$ cat src/rtl/dsra_pkg.sv
package dsra_pkg;

    localparam int FRAME_W = 24;
    localparam int IDX_W   = 8;
    localparam int HW_W    = 16;
    localparam int DLY_W   = 16;
    localparam int BIT_W   = $clog2(FRAME_W);
    localparam logic [5:0] DEV_ID = 6'h1D;

    typedef enum logic { OP_WRITE = 1'b0, OP_READ = 1'b1 } op_e;

    typedef enum logic [2:0] {
        ST_IDLE, ST_SETUP, ST_LOW, ST_HIGH, ST_GAP, ST_REL, ST_DONE
    } state_e;

    typedef struct packed {
        op_e               op;
        logic [IDX_W-1:0]  idx;
        logic [HW_W-1:0]   wdata;
    } cmd_t;

    // Start byte: device ID over register-select and direction bits.
    function automatic logic [7:0] start_byte(logic data_sel, logic rd);
        return {DEV_ID, data_sel, rd};
    endfunction

    // First frame names the register; second frame moves the value.
    function automatic logic [FRAME_W-1:0] frame_for(cmd_t c, logic second);
        if (!second)
            return {start_byte(1'b0, 1'b0), 8'h00, c.idx};
        else if (c.op == OP_READ)
            return {start_byte(1'b1, 1'b1), {HW_W{1'b0}}};
        else
            return {start_byte(1'b1, 1'b0), c.wdata};
    endfunction

endpackage

$ cat src/rtl/dsra_delay.sv
module dsra_delay #(
    parameter int W = 16
) (
    input  logic         clk,
    input  logic         rst,
    input  logic         en,
    input  logic [W-1:0] limit,
    output logic         expire
);
    logic [W-1:0] cnt;

    assign expire = en && (cnt == limit - W'(1));

    always_ff @(posedge clk) begin
        if (rst || !en || expire)
            cnt <= '0;
        else
            cnt <= cnt + W'(1);
    end
endmodule

$ cat src/rtl/dsra_shifter.sv
module dsra_shifter #(
    parameter int W = 24
) (
    input  logic         clk,
    input  logic         rst,
    input  logic         load,
    input  logic [W-1:0] load_val,
    input  logic         shift,
    input  logic         sample,
    input  logic         sdi,
    output logic         msb,
    output logic [W-1:0] rx
);
    logic [W-1:0] tx;

    assign msb = tx[W-1];

    always_ff @(posedge clk) begin
        if (rst) begin
            tx <= '1;
            rx <= '0;
        end else if (load) begin
            tx <= load_val;
            rx <= '0;
        end else begin
            if (shift)  tx <= {tx[W-2:0], 1'b1};
            if (sample) rx <= {rx[W-2:0], sdi};
        end
    end
endmodule

$ cat src/rtl/dsra_seq.sv
module dsra_seq
    import dsra_pkg::*;
#(
    parameter int DW = 16
) (
    input  logic               clk,
    input  logic               rst,
    input  logic               cmd_valid,
    input  cmd_t               cmd_in,
    input  logic [DW-1:0]      dly_in,
    input  logic               expire,
    input  logic               tx_msb,
    output logic               ready,
    output logic               done,
    output logic               rel,
    output logic               cnt_en,
    output logic [DW-1:0]      dly_q,
    output logic               load,
    output logic [FRAME_W-1:0] load_val,
    output logic               shift,
    output logic               sample,
    output logic               cs_n,
    output logic               sclk,
    output logic               mosi
);
    state_e           st;
    cmd_t             cmd_q;
    logic             second;
    logic [BIT_W-1:0] bit_q;
    logic             accept;

    assign ready  = (st == ST_IDLE);
    assign accept = ready && cmd_valid;
    assign done   = (st == ST_DONE);
    assign rel    = (st == ST_REL);
    assign cnt_en = (st == ST_SETUP) || (st == ST_LOW) || (st == ST_HIGH) || (st == ST_GAP);
    assign sample = (st == ST_LOW) && expire;
    assign shift  = (st == ST_HIGH) && expire;
    assign load   = accept || ((st == ST_GAP) && expire);
    assign load_val = (st == ST_IDLE) ? frame_for(cmd_in, 1'b0) : frame_for(cmd_q, 1'b1);

    assign cs_n = !((st == ST_SETUP) || (st == ST_LOW) || (st == ST_HIGH));
    assign sclk = (st != ST_LOW);
    assign mosi = ((st == ST_LOW) || (st == ST_HIGH)) ? tx_msb : 1'b1;

    always_ff @(posedge clk) begin
        if (rst) begin
            st     <= ST_IDLE;
            cmd_q  <= '0;
            second <= 1'b0;
            bit_q  <= '0;
            dly_q  <= DW'(1);
        end else begin
            unique case (st)
                ST_IDLE: if (cmd_valid) begin
                    cmd_q  <= cmd_in;
                    dly_q  <= (dly_in == '0) ? DW'(1) : dly_in;
                    second <= 1'b0;
                    st     <= ST_SETUP;
                end
                ST_SETUP: if (expire) begin
                    bit_q <= BIT_W'(FRAME_W - 1);
                    st    <= ST_LOW;
                end
                ST_LOW: if (expire) st <= ST_HIGH;
                ST_HIGH: if (expire) begin
                    if (bit_q == '0)
                        st <= second ? ST_REL : ST_GAP;
                    else begin
                        bit_q <= bit_q - BIT_W'(1);
                        st    <= ST_LOW;
                    end
                end
                ST_GAP: if (expire) begin
                    second <= 1'b1;
                    st     <= ST_SETUP;
                end
                ST_REL:  st <= ST_DONE;
                ST_DONE: st <= ST_IDLE;
                default: st <= ST_IDLE;
            endcase
        end
    end
endmodule

$ cat src/rtl/dispreg_spi_master.sv
module dispreg_spi_master
    import dsra_pkg::*;
#(
    parameter int DLY_W = dsra_pkg::DLY_W
) (
    input  logic             clk,
    input  logic             rst,
    input  logic             cmd_valid,
    output logic             cmd_ready,
    input  logic             cmd_read,
    input  logic [7:0]       cmd_index,
    input  logic [15:0]      cmd_wdata,
    input  logic [DLY_W-1:0] dly_cfg,
    output logic             rsp_done,
    output logic [15:0]      rsp_rdata,
    output logic             spi_cs_n,
    output logic             spi_sclk,
    output logic             spi_mosi,
    input  logic             spi_miso
);
    cmd_t               cmd_in;
    logic               expire, rel, cnt_en, load, shift, sample, tx_msb;
    logic [DLY_W-1:0]   dly_q;
    logic [FRAME_W-1:0] load_val, rx;
    logic [HW_W-1:0]    rd_q;

    assign cmd_in = '{op: op_e'(cmd_read), idx: cmd_index, wdata: cmd_wdata};

    dsra_seq #(.DW(DLY_W)) u_seq (
        .clk(clk), .rst(rst), .cmd_valid(cmd_valid), .cmd_in(cmd_in),
        .dly_in(dly_cfg), .expire(expire), .tx_msb(tx_msb),
        .ready(cmd_ready), .done(rsp_done), .rel(rel), .cnt_en(cnt_en),
        .dly_q(dly_q), .load(load), .load_val(load_val), .shift(shift),
        .sample(sample), .cs_n(spi_cs_n), .sclk(spi_sclk), .mosi(spi_mosi)
    );

    dsra_delay #(.W(DLY_W)) u_dly (
        .clk(clk), .rst(rst), .en(cnt_en), .limit(dly_q), .expire(expire)
    );

    dsra_shifter #(.W(FRAME_W)) u_shf (
        .clk(clk), .rst(rst), .load(load), .load_val(load_val),
        .shift(shift), .sample(sample), .sdi(spi_miso),
        .msb(tx_msb), .rx(rx)
    );

    always_ff @(posedge clk) begin
        if (rst)      rd_q <= '0;
        else if (rel) rd_q <= rx[HW_W-1:0];
    end

    assign rsp_rdata = rd_q;
endmodule

$ cat config.mk
export PLATFORM = sky130hd
export DESIGN_NAME = dispreg_spi_master
export DESIGN_NICKNAME = d
export VERILOG_FILES = /design/src/rtl/dsra_pkg.sv /design/src/rtl/dsra_delay.sv /design/src/rtl/dsra_shifter.sv /design/src/rtl/dsra_seq.sv /design/src/rtl/dispreg_spi_master.sv
export SDC_FILE = /design/constraint.sdc
export NUM_CORES = 1
export LEC_CHECK = 0
export CORE_MARGIN = 8
export CORE_UTILIZATION = 60
export CTS_BUF_LIST = sky130_fd_sc_hd__clkbuf_4 sky130_fd_sc_hd__clkbuf_8 sky130_fd_sc_hd__clkbuf_16
export DETAILED_ROUTE_END_ITERATION = 16
export PLACE_DENSITY_LB_ADDON = 0.12
export SLEW_MARGIN = 30
export SYNTH_ARGS = -nofsm -noshare
export SYNTH_HDL_FRONTEND = slang
export SYNTH_SLANG_ARGS = --single-unit
$ cat constraint.sdc
create_clock -name clk -period 6.6 [get_ports clk]
set_clock_uncertainty 0.05 [all_clocks]
set_input_delay 1.32 -clock clk [delete_from_list [all_inputs] [get_ports clk]]
set_output_delay 1.32 -clock clk [all_outputs]
set_load 0.005 [all_outputs]
==> results of run 1 <==
==> state kept, by name (all words and copies together) (netlist names) <==
register,cells
u_shf.tx,24
u_seq.st,3
u_shf.rx,16
rsp_rdata,16
u_dly.cnt,16
u_seq.bit_q,5
u_seq.dly_q,16
u_seq.cmd_q,17
u_seq.second,1
==> synth_stat cells, types with 13 or more instances <==
master and number:
nor3b_1 14, nand3_1 26, xor2_1 20, xnor2_1 13, nand2_1 86, o21ai_0 24, clkbuf_1 30, nor2_1 35
a22o_1 14, dfxtp_1 114, mux2i_1 16, a21oi_1 68, inv_1 19
==> worst register-to-register path, stage by stage, from the launching register on <==
cell and delay (ns):
dfxtp_1 0.33, inv_1 0.08, ha_1 0.26, or4b_1 0.57
nor3_1 0.24, o2111ai_1 0.15, nor3b_1 0.22, or4b_1 0.90
o21ai_1 0.80, a22oi_1 0.23
==> kinds of logic (layout without fill, tap and decap cells) <==
logic type | count (synthesis) | count (layout) | synth area share [%]
AOI/OAI and AO/OA | 173 | 173 | 21.33
xor gates and xnor gates | 33 | 33 | 5.482
adders and majority gates | 3 | 3 | 0.7120
buffers and inverters | 65 | 125 | 5.244
DFF | 114 | 114 | 43.28
muxes | 17 | 17 | 3.251
and+or+nand+nor | 221 | 221 | 20.69
==> power breakdown <==
group / leakage [nW] / internal [mW] / switching [mW]
Combinational: 1.22 / 0.0730 / 0.0859
Clock: 0.274 / 0.523 / 0.330
Sequential: 0.929 / 0.713 / 0.0225
==> final timing paths <==
check	endpoint	cells after the start	from
hold reg to reg	u_seq.cmd_q[5]	2	u_seq.cmd_q[5]
hold / removal	u_seq.cmd_q[5]	2	u_seq.cmd_q[5]
setup reg to reg	u_shf.tx[6]	9	u_seq.dly_q[0]
setup / recovery	u_shf.tx[6]	9	u_seq.dly_q[0]
==> cells in the final DEF, fill, tap and decap left out, types with 9 or more instances in the layout <==
master           instances
a211oi_1                11
a21oi_1                 68
a22o_1                  14
a41oi_1                  9
clkbuf_16               16
clkdlybuf4s50_1         64
dfxtp_1                114
inv_1                   19
mux2i_1                 16
nand2_1                 86
nand3_1                 26
nor2_1                  35
nor3_1                  10
nor3b_1                 14
nor4_1                  10
o21ai_0                 24
xnor2_1                 13
xor2_1                  20
==> layer usage <==
metal | global-route usage, % | part of all wire, % | up-vias
met3 | 4.982 | 5.6 | 19
met1 | 29.13 | 44 | 2320
met4 | 8.390 | 1.3 | 0
met2 | 37.51 | 50 | 158
li1 | - | - | 2341
met5 | 0 | 0 | -
==> area by class of cell <==
type	count	area (sq um)	share of cell area, %
Timing Repair Buffer	73	705.7	10.89
Tap cell	108	135.1	2.085
Inverter	20	75.07	1.158
Multi-Input combinational cell	447	2725	42.05
Sequential cell	114	2282	35.21
Clock buffer	20	449.2	6.931
Clock inverter	12	108.9	1.680
==> stage by stage <==
step | cell area (sq um) | power (mW) | hold WS (ns) | setup WS (ns) | instances
2_1_floorplan | 5273 | 0.8463 | 0.3784 | 3.587 | 626
3_3_place_gp | 5918 | 0.9010 | 0.3921 | 2.824 | 762
3_5_place_dp | 5923 | 0.9056 | 0.3982 | 2.713 | 762
4_1_cts | 6481 | 1.750 | 0.4058 | 2.641 | 794
5_1_grt | 6481 | 1.803 | 0.4327 | 2.350 | 794
6_report | 6481 | 1.747 | 0.4052 | 2.613 | 794
==> metrics.md, run 1 <==
| Metric | Value |
|---|---|
| Worst Path Required | `6.90 ns` |
| DRT antenna net count | `0` |
| Worst min-delay path category | `flip-flop to flip-flop` |
| Critical path buffers and inverters | `1` |
| Unrepaired setup endpoints after global routing | `false` |
| Final setup TNS | `0 ns` |
| Synth Register Bits | `114` |
| Antenna violations before repair | `0` |
| Root buf cell | `clkbuf_8` |
| CTS Buf Count | `17` |
| Pin slew with the least headroom to its limit | `0.8890 ns` |
| VDD IR max | `0.1988 mV` |
| Syn Nets | `674` |
| Critical path's most frequent cell | `or4b_1` |
| Clock transition at path regs | `0.06 ns` |
| Nets | `721` |
| Die area | `12040 sq um` |
| Initial Util | `61.05%` |
| Asr flop ratio synth | `0%` |
| Crit path arrival time | `4.28 ns` |
| TritonCTS clock tree | `built` |
| Slew margin rel. | `40.27%` |
| Port Buffers | `65` |
| Post-CTS Setup Inserts | `0` |
| Cell Chain, Critical Path | `inv_1 -> ha_1 -> or4b_1 -> nor3_1 -> o2111ai_1 -> nor3b_1 -> or4b_1 -> o21ai_1 -> a22oi_1` |
| Synth top area cells | `dfxtp_1 (43%), a21oi_1 (6.5%), nand2_1 (6.1%)` |
| Mapped Avg Cell Area | `8.423 sq um` |
| Top-area cell type share of the netlist area | `43.28%` |
| Pleak | `2.424 nW` |
| Area growth syn-to-layout | `22.92%` |
| CP Launch Type | `flip-flop` |
| Max clock buf depth | `2` |
| Core area | `8636 sq um` |
| Fmax | `250.8 MHz` |
| Post-Synthesis Cells | `626` |
| Fin. max-slew vios | `0` |
| Flop2flop setup slack | `2.61 ns` |
| Height of the die | `109.7 um` |
| EDFF count, synth | `0` |
| PD cells | `269.6 nW/um^2` |
| Vias | `4838` |
| Fin util | `75.05%` |
| Distinct cell type count after synthesis | `63` |
| DRC | `0` |
| YS warnings | `0` |
| Initial DRC Count | `364` |
| Io pins | `66` |
| Post-synthesis sequential area ratio | `43.28%` |
| Die width | `109.7 um` |
| Post-CTS sizing | `0` |
| Tot GR Track Use | `22.96%` |
| Clock sink count | `114` |
| Setup Viol. Count Final | `0` |
| Share of cells above drive strength 1 | `7.289%` |
| Via count of the first global-routing pass | `4580` |
| Gr ovfl total | `0` |
| First-pass GRT wire length | `22160 um` |
| Synth area leader | `dfxtp_1` |
| Largest net degree at the start of global routing | `40` |
| Fill count | `635` |
| H-tree levels | `4` |
| Wire per inst | `16.98 um` |
| Max_cap viols | `0` |
| Mapped cell area | `5273 sq um` |
| CTS Hold Buffers Added | `0` |
| Skew-Pair Late Insertion Delay | `0.52 ns` |
| Cell family with most CP delay | `simple AND/OR/NAND/NOR gates` |
| Row count | `34` |
| Fin. Hold Viols | `0` |
| Fin crit period | `3.987 ns` |
| Crit path capture type | `flip-flop` |
| Critical-path top delay cell | `or4b_1` |
| Outcome | `finished, final reports clean` |
| Max stage delay on crit path | `0.90 ns` |
| Number of iterations in the first detailed-routing pass | `5` |
| CP max FO | `23` |
| Hpwl dp | `8991 um` |
| Routed wire length | `13480 um` |
| GP Congestion | `0.9304` |
| Final Cycle Share | `60.41%` |
| Top_reg_cell synth | `dfxtp_1` |
| Ant diodes | `0` |
| Vias per cell | `6.093` |
| Type of the worst setup path | `flip-flop to flip-flop` |
Note: power is estimated with default switching activity, not from simulation.
==> run 2: changes to the inputs <==
- CORE_UTILIZATION: 60 -> 55
- clock period: 6.6 -> 4 ns (I/O delays scaled with it)
==> run 2 against run 1 <==
  * Sequential share of layout area fell by 0.22 points
  * Sequential power increased by 66%
  * Combinational power is 67% higher
  * Critical path depth did not move
  * Register-to-register slack got worse by 2.3 ns
  * First-iteration DRC count is 3.6% lower
  * Core utilization decreased by 4.8 points
  * Largest cell class unchanged
==> metrics.md, run 2 (same netlist as run 1, synthesis figures left out) <==
| Metric | Value |
|---|---|
| Number of iterations in the first detailed-routing pass | `5 (unchanged)` |
| Height of the die | `113.9 um (was 109.7 um)` |
| Fin. Hold Viols | `0 (unchanged)` |
| R2r startpoint | `u_seq.dly_q[0] (unchanged)` |
| H-tree levels | `4 (unchanged)` |
| Worst min-delay path category | `flip-flop to flip-flop (unchanged)` |
| Share of cells above drive strength 1 | `7.547% (was 7.289%)` |
| Gr ovfl total | `0 (unchanged)` |
| VDD IR max | `0.4538 mV (was 0.1988 mV)` |
| Hold_sp | `u_seq.cmd_q[4] (was u_seq.cmd_q[5])` |
| CTS Buf Count | `17 (unchanged)` |
| PD cells | `440.3 nW/um^2 (was 269.6 nW/um^2)` |
| Hpwl dp | `9106 um (was 8991 um)` |
| Reg2reg end | `u_shf.rx[10] (was u_shf.tx[6])` |
| First-pass GRT wire length | `22220 um (was 22160 um)` |
| DRC | `0 (unchanged)` |
| Clock transition at path regs | `0.05 ns (was 0.06 ns)` |
| Fin util | `70.26% (was 75.05%)` |
| Final Cycle Share | `92.56% (was 60.41%)` |
| Register area | `2282 sq um (unchanged)` |
| CP max FO | `23 (unchanged)` |
| GP Congestion | `0.8960 (was 0.9304)` |
| Pin slew with the least headroom to its limit | `0.9233 ns (was 0.8890 ns)` |
| Type of the worst setup path | `flip-flop to flip-flop (unchanged)` |
| Max reg flops | `24 (unchanged)` |
| Final setup TNS | `0 ns (unchanged)` |
| Worst r2r path cells | `9 (unchanged)` |
| Max_cap viols | `0 (unchanged)` |
| Fill count | `798 (was 635)` |
| Flop2flop setup slack | `0.30 ns (was 2.61 ns)` |
| Vias | `4792 (was 4838)` |
| Via count of the first global-routing pass | `4543 (was 4580)` |
| Hold Path Sink | `u_seq.cmd_q[4] (was u_seq.cmd_q[5])` |
| TritonCTS clock tree | `built (unchanged)` |
| Unrepaired setup endpoints after global routing | `false (unchanged)` |
| Max stage delay on crit path | `0.87 ns (was 0.90 ns)` |
| Commonest non-fill, non-tap cell in the layout | `dfxtp_1 (unchanged)` |
| Routed wire length | `13490 um (was 13480 um)` |
| Die area | `12980 sq um (was 12040 sq um)` |
| Highest-count cells in the layout ignoring fill and taps | `dfxtp_1 (114), nand2_1 (86), a21oi_1 (68), clkdlybuf4s50_1 (64), nor2_1 (35) (unchanged)` |
| Final non-filler cell total | `818 (was 794)` |
| Max clock buf depth | `2 (unchanged)` |
| Dpl cells | `786 (was 762)` |
| WHS | `0.4003 ns (was 0.4052 ns)` |
| Antenna violations before repair | `0 (unchanged)` |
| Fmax | `270.1 MHz (was 250.8 MHz)` |
| Crit path arrival time | `4.03 ns (was 4.28 ns)` |
| Area growth syn-to-layout | `23.71% (was 22.92%)` |
| Tot GR Track Use | `21.28% (was 22.96%)` |
| Row count | `35 (was 34)` |
| Crit path capture type | `flip-flop (unchanged)` |
| Pleak | `2.447 nW (was 2.424 nW)` |
| Vias per cell | `5.858 (was 6.093)` |
| Die width | `113.9 um (was 109.7 um)` |
| CP Launch Type | `flip-flop (unchanged)` |
| Outcome | `finished, final reports clean (unchanged)` |
| Critical path's most frequent cell | `or4b_1 (unchanged)` |
| Post-CTS sizing | `0 (unchanged)` |
| Top flop regs | `u_shf.tx: 24 flops, u_seq.cmd_q: 17 flops (unchanged)` |
| Wire per inst | `16.49 um (was 16.98 um)` |
| Cell Chain, Critical Path | `inv_1 -> ha_1 -> or4b_1 -> nor3_1 -> o211ai_1 -> a21o_1 -> or4b_1 -> o21ai_2 -> a21oi_1 (was inv_1 -> ha_1 -> or4b_1 -> nor3_1 -> o2111ai_1 -> nor3b_1 -> or4b_1 -> o21ai_1 -> a22oi_1)` |
| Nets | `725 (was 721)` |
| Slew margin rel. | `37.97% (was 40.27%)` |
| Area of the multi-input gates | `2720 sq um (was 2725 sq um)` |
| Worst Path Required | `4.32 ns (was 6.90 ns)` |
| Port Buffers | `65 (unchanged)` |
| Root buf cell | `clkbuf_8 (unchanged)` |
| Skew-Pair Late Insertion Delay | `0.52 ns (about the same)` |
| Initial DRC Count | `351 (was 364)` |
| Fin crit period | `3.702 ns (was 3.987 ns)` |
| Fin. max-slew vios | `0 (unchanged)` |
| Io pins | `66 (unchanged)` |
| Core area | `9284 sq um (was 8636 sq um)` |
| Hold Path Depth | `2 (unchanged)` |
| Clock sink count | `114 (unchanged)` |
| Setup Viol. Count Final | `0 (unchanged)` |
| Ant diodes | `0 (unchanged)` |
| Critical-path top delay cell | `or4b_1 (unchanged)` |
| Initial Util | `56.79% (was 61.05%)` |
| Biggest register | `u_shf.tx (unchanged)` |
| DRT antenna net count | `0 (unchanged)` |
| Largest net degree at the start of global routing | `47 (was 40)` |
==> run 2: layer usage <==
layer	routed length [um]	up-vias	GRT usage, %
met5	0	-	0
met4	182	0	7.542
met3	814	20	6.445
met2	6689	140	34.56
met1	5805	2286	26.04
li1	-	2346	-
==> run 2: cell type report <==
class	instances	share of cell area, %
inverters	20	1.151
flip-flops and latches	114	34.99
clock buffers	25	7.558
well taps	129	2.475
clock inverters	6	0.8440
multi-input cells	447	41.70
repair buffers	77	11.28
==> run 2: worst max-delay path by stage <==
stage,startpoint,end,slack (ns),cells after the start
floorplan,u_seq.dly_q[0],u_seq.st[0],0.99,12
global placement,u_seq.dly_q[0],u_shf.rx[10],0.48,9
detailed placement,u_seq.dly_q[0],u_dly.cnt[5],0.26,9
CTS,u_seq.dly_q[0],u_dly.cnt[5],0.26,9
global route,u_seq.dly_q[0],u_shf.rx[10],0.07,9
finish,u_seq.dly_q[0],u_shf.rx[10],0.30,9
==> run 2: timing repair <==
action,in CTS,in global routing
hold buffers,0,0
buffers inserted,0,1
setup endpoints to repair,0,16
endpoints found under the hold margin,0,0
==> run 2: stage by stage <==
step / power (mW) / worst slack, ns / area (sq um)
final: 2.872 / 0.2977 / 6523
after global routing: 2.973 / 0.06756 / 6523
after CTS: 2.882 / 0.2632 / 6515
after global placement: 1.492 / 0.4829 / 5967
after detailed placement: 1.498 / 0.2572 / 5967
after floorplan: 1.396 / 0.9867 / 5273
==> run 2: power breakdown <==
group | total, mW | internal [mW] | switching (mW)
clock | 1.39 | 0.896 | 0.495
sequential | 1.22 | 1.18 | 0.0377
combinational | 0.265 | 0.123 | 0.142
==> run 2: critical path, delay by kind of cell, from the launching register on <==
family	cells	cell delay, ns
simple gates	3	1.69
compound gates	4	1.14
flops	1	0.33
buf+inv	1	0.08
fa+ha+maj	1	0.26
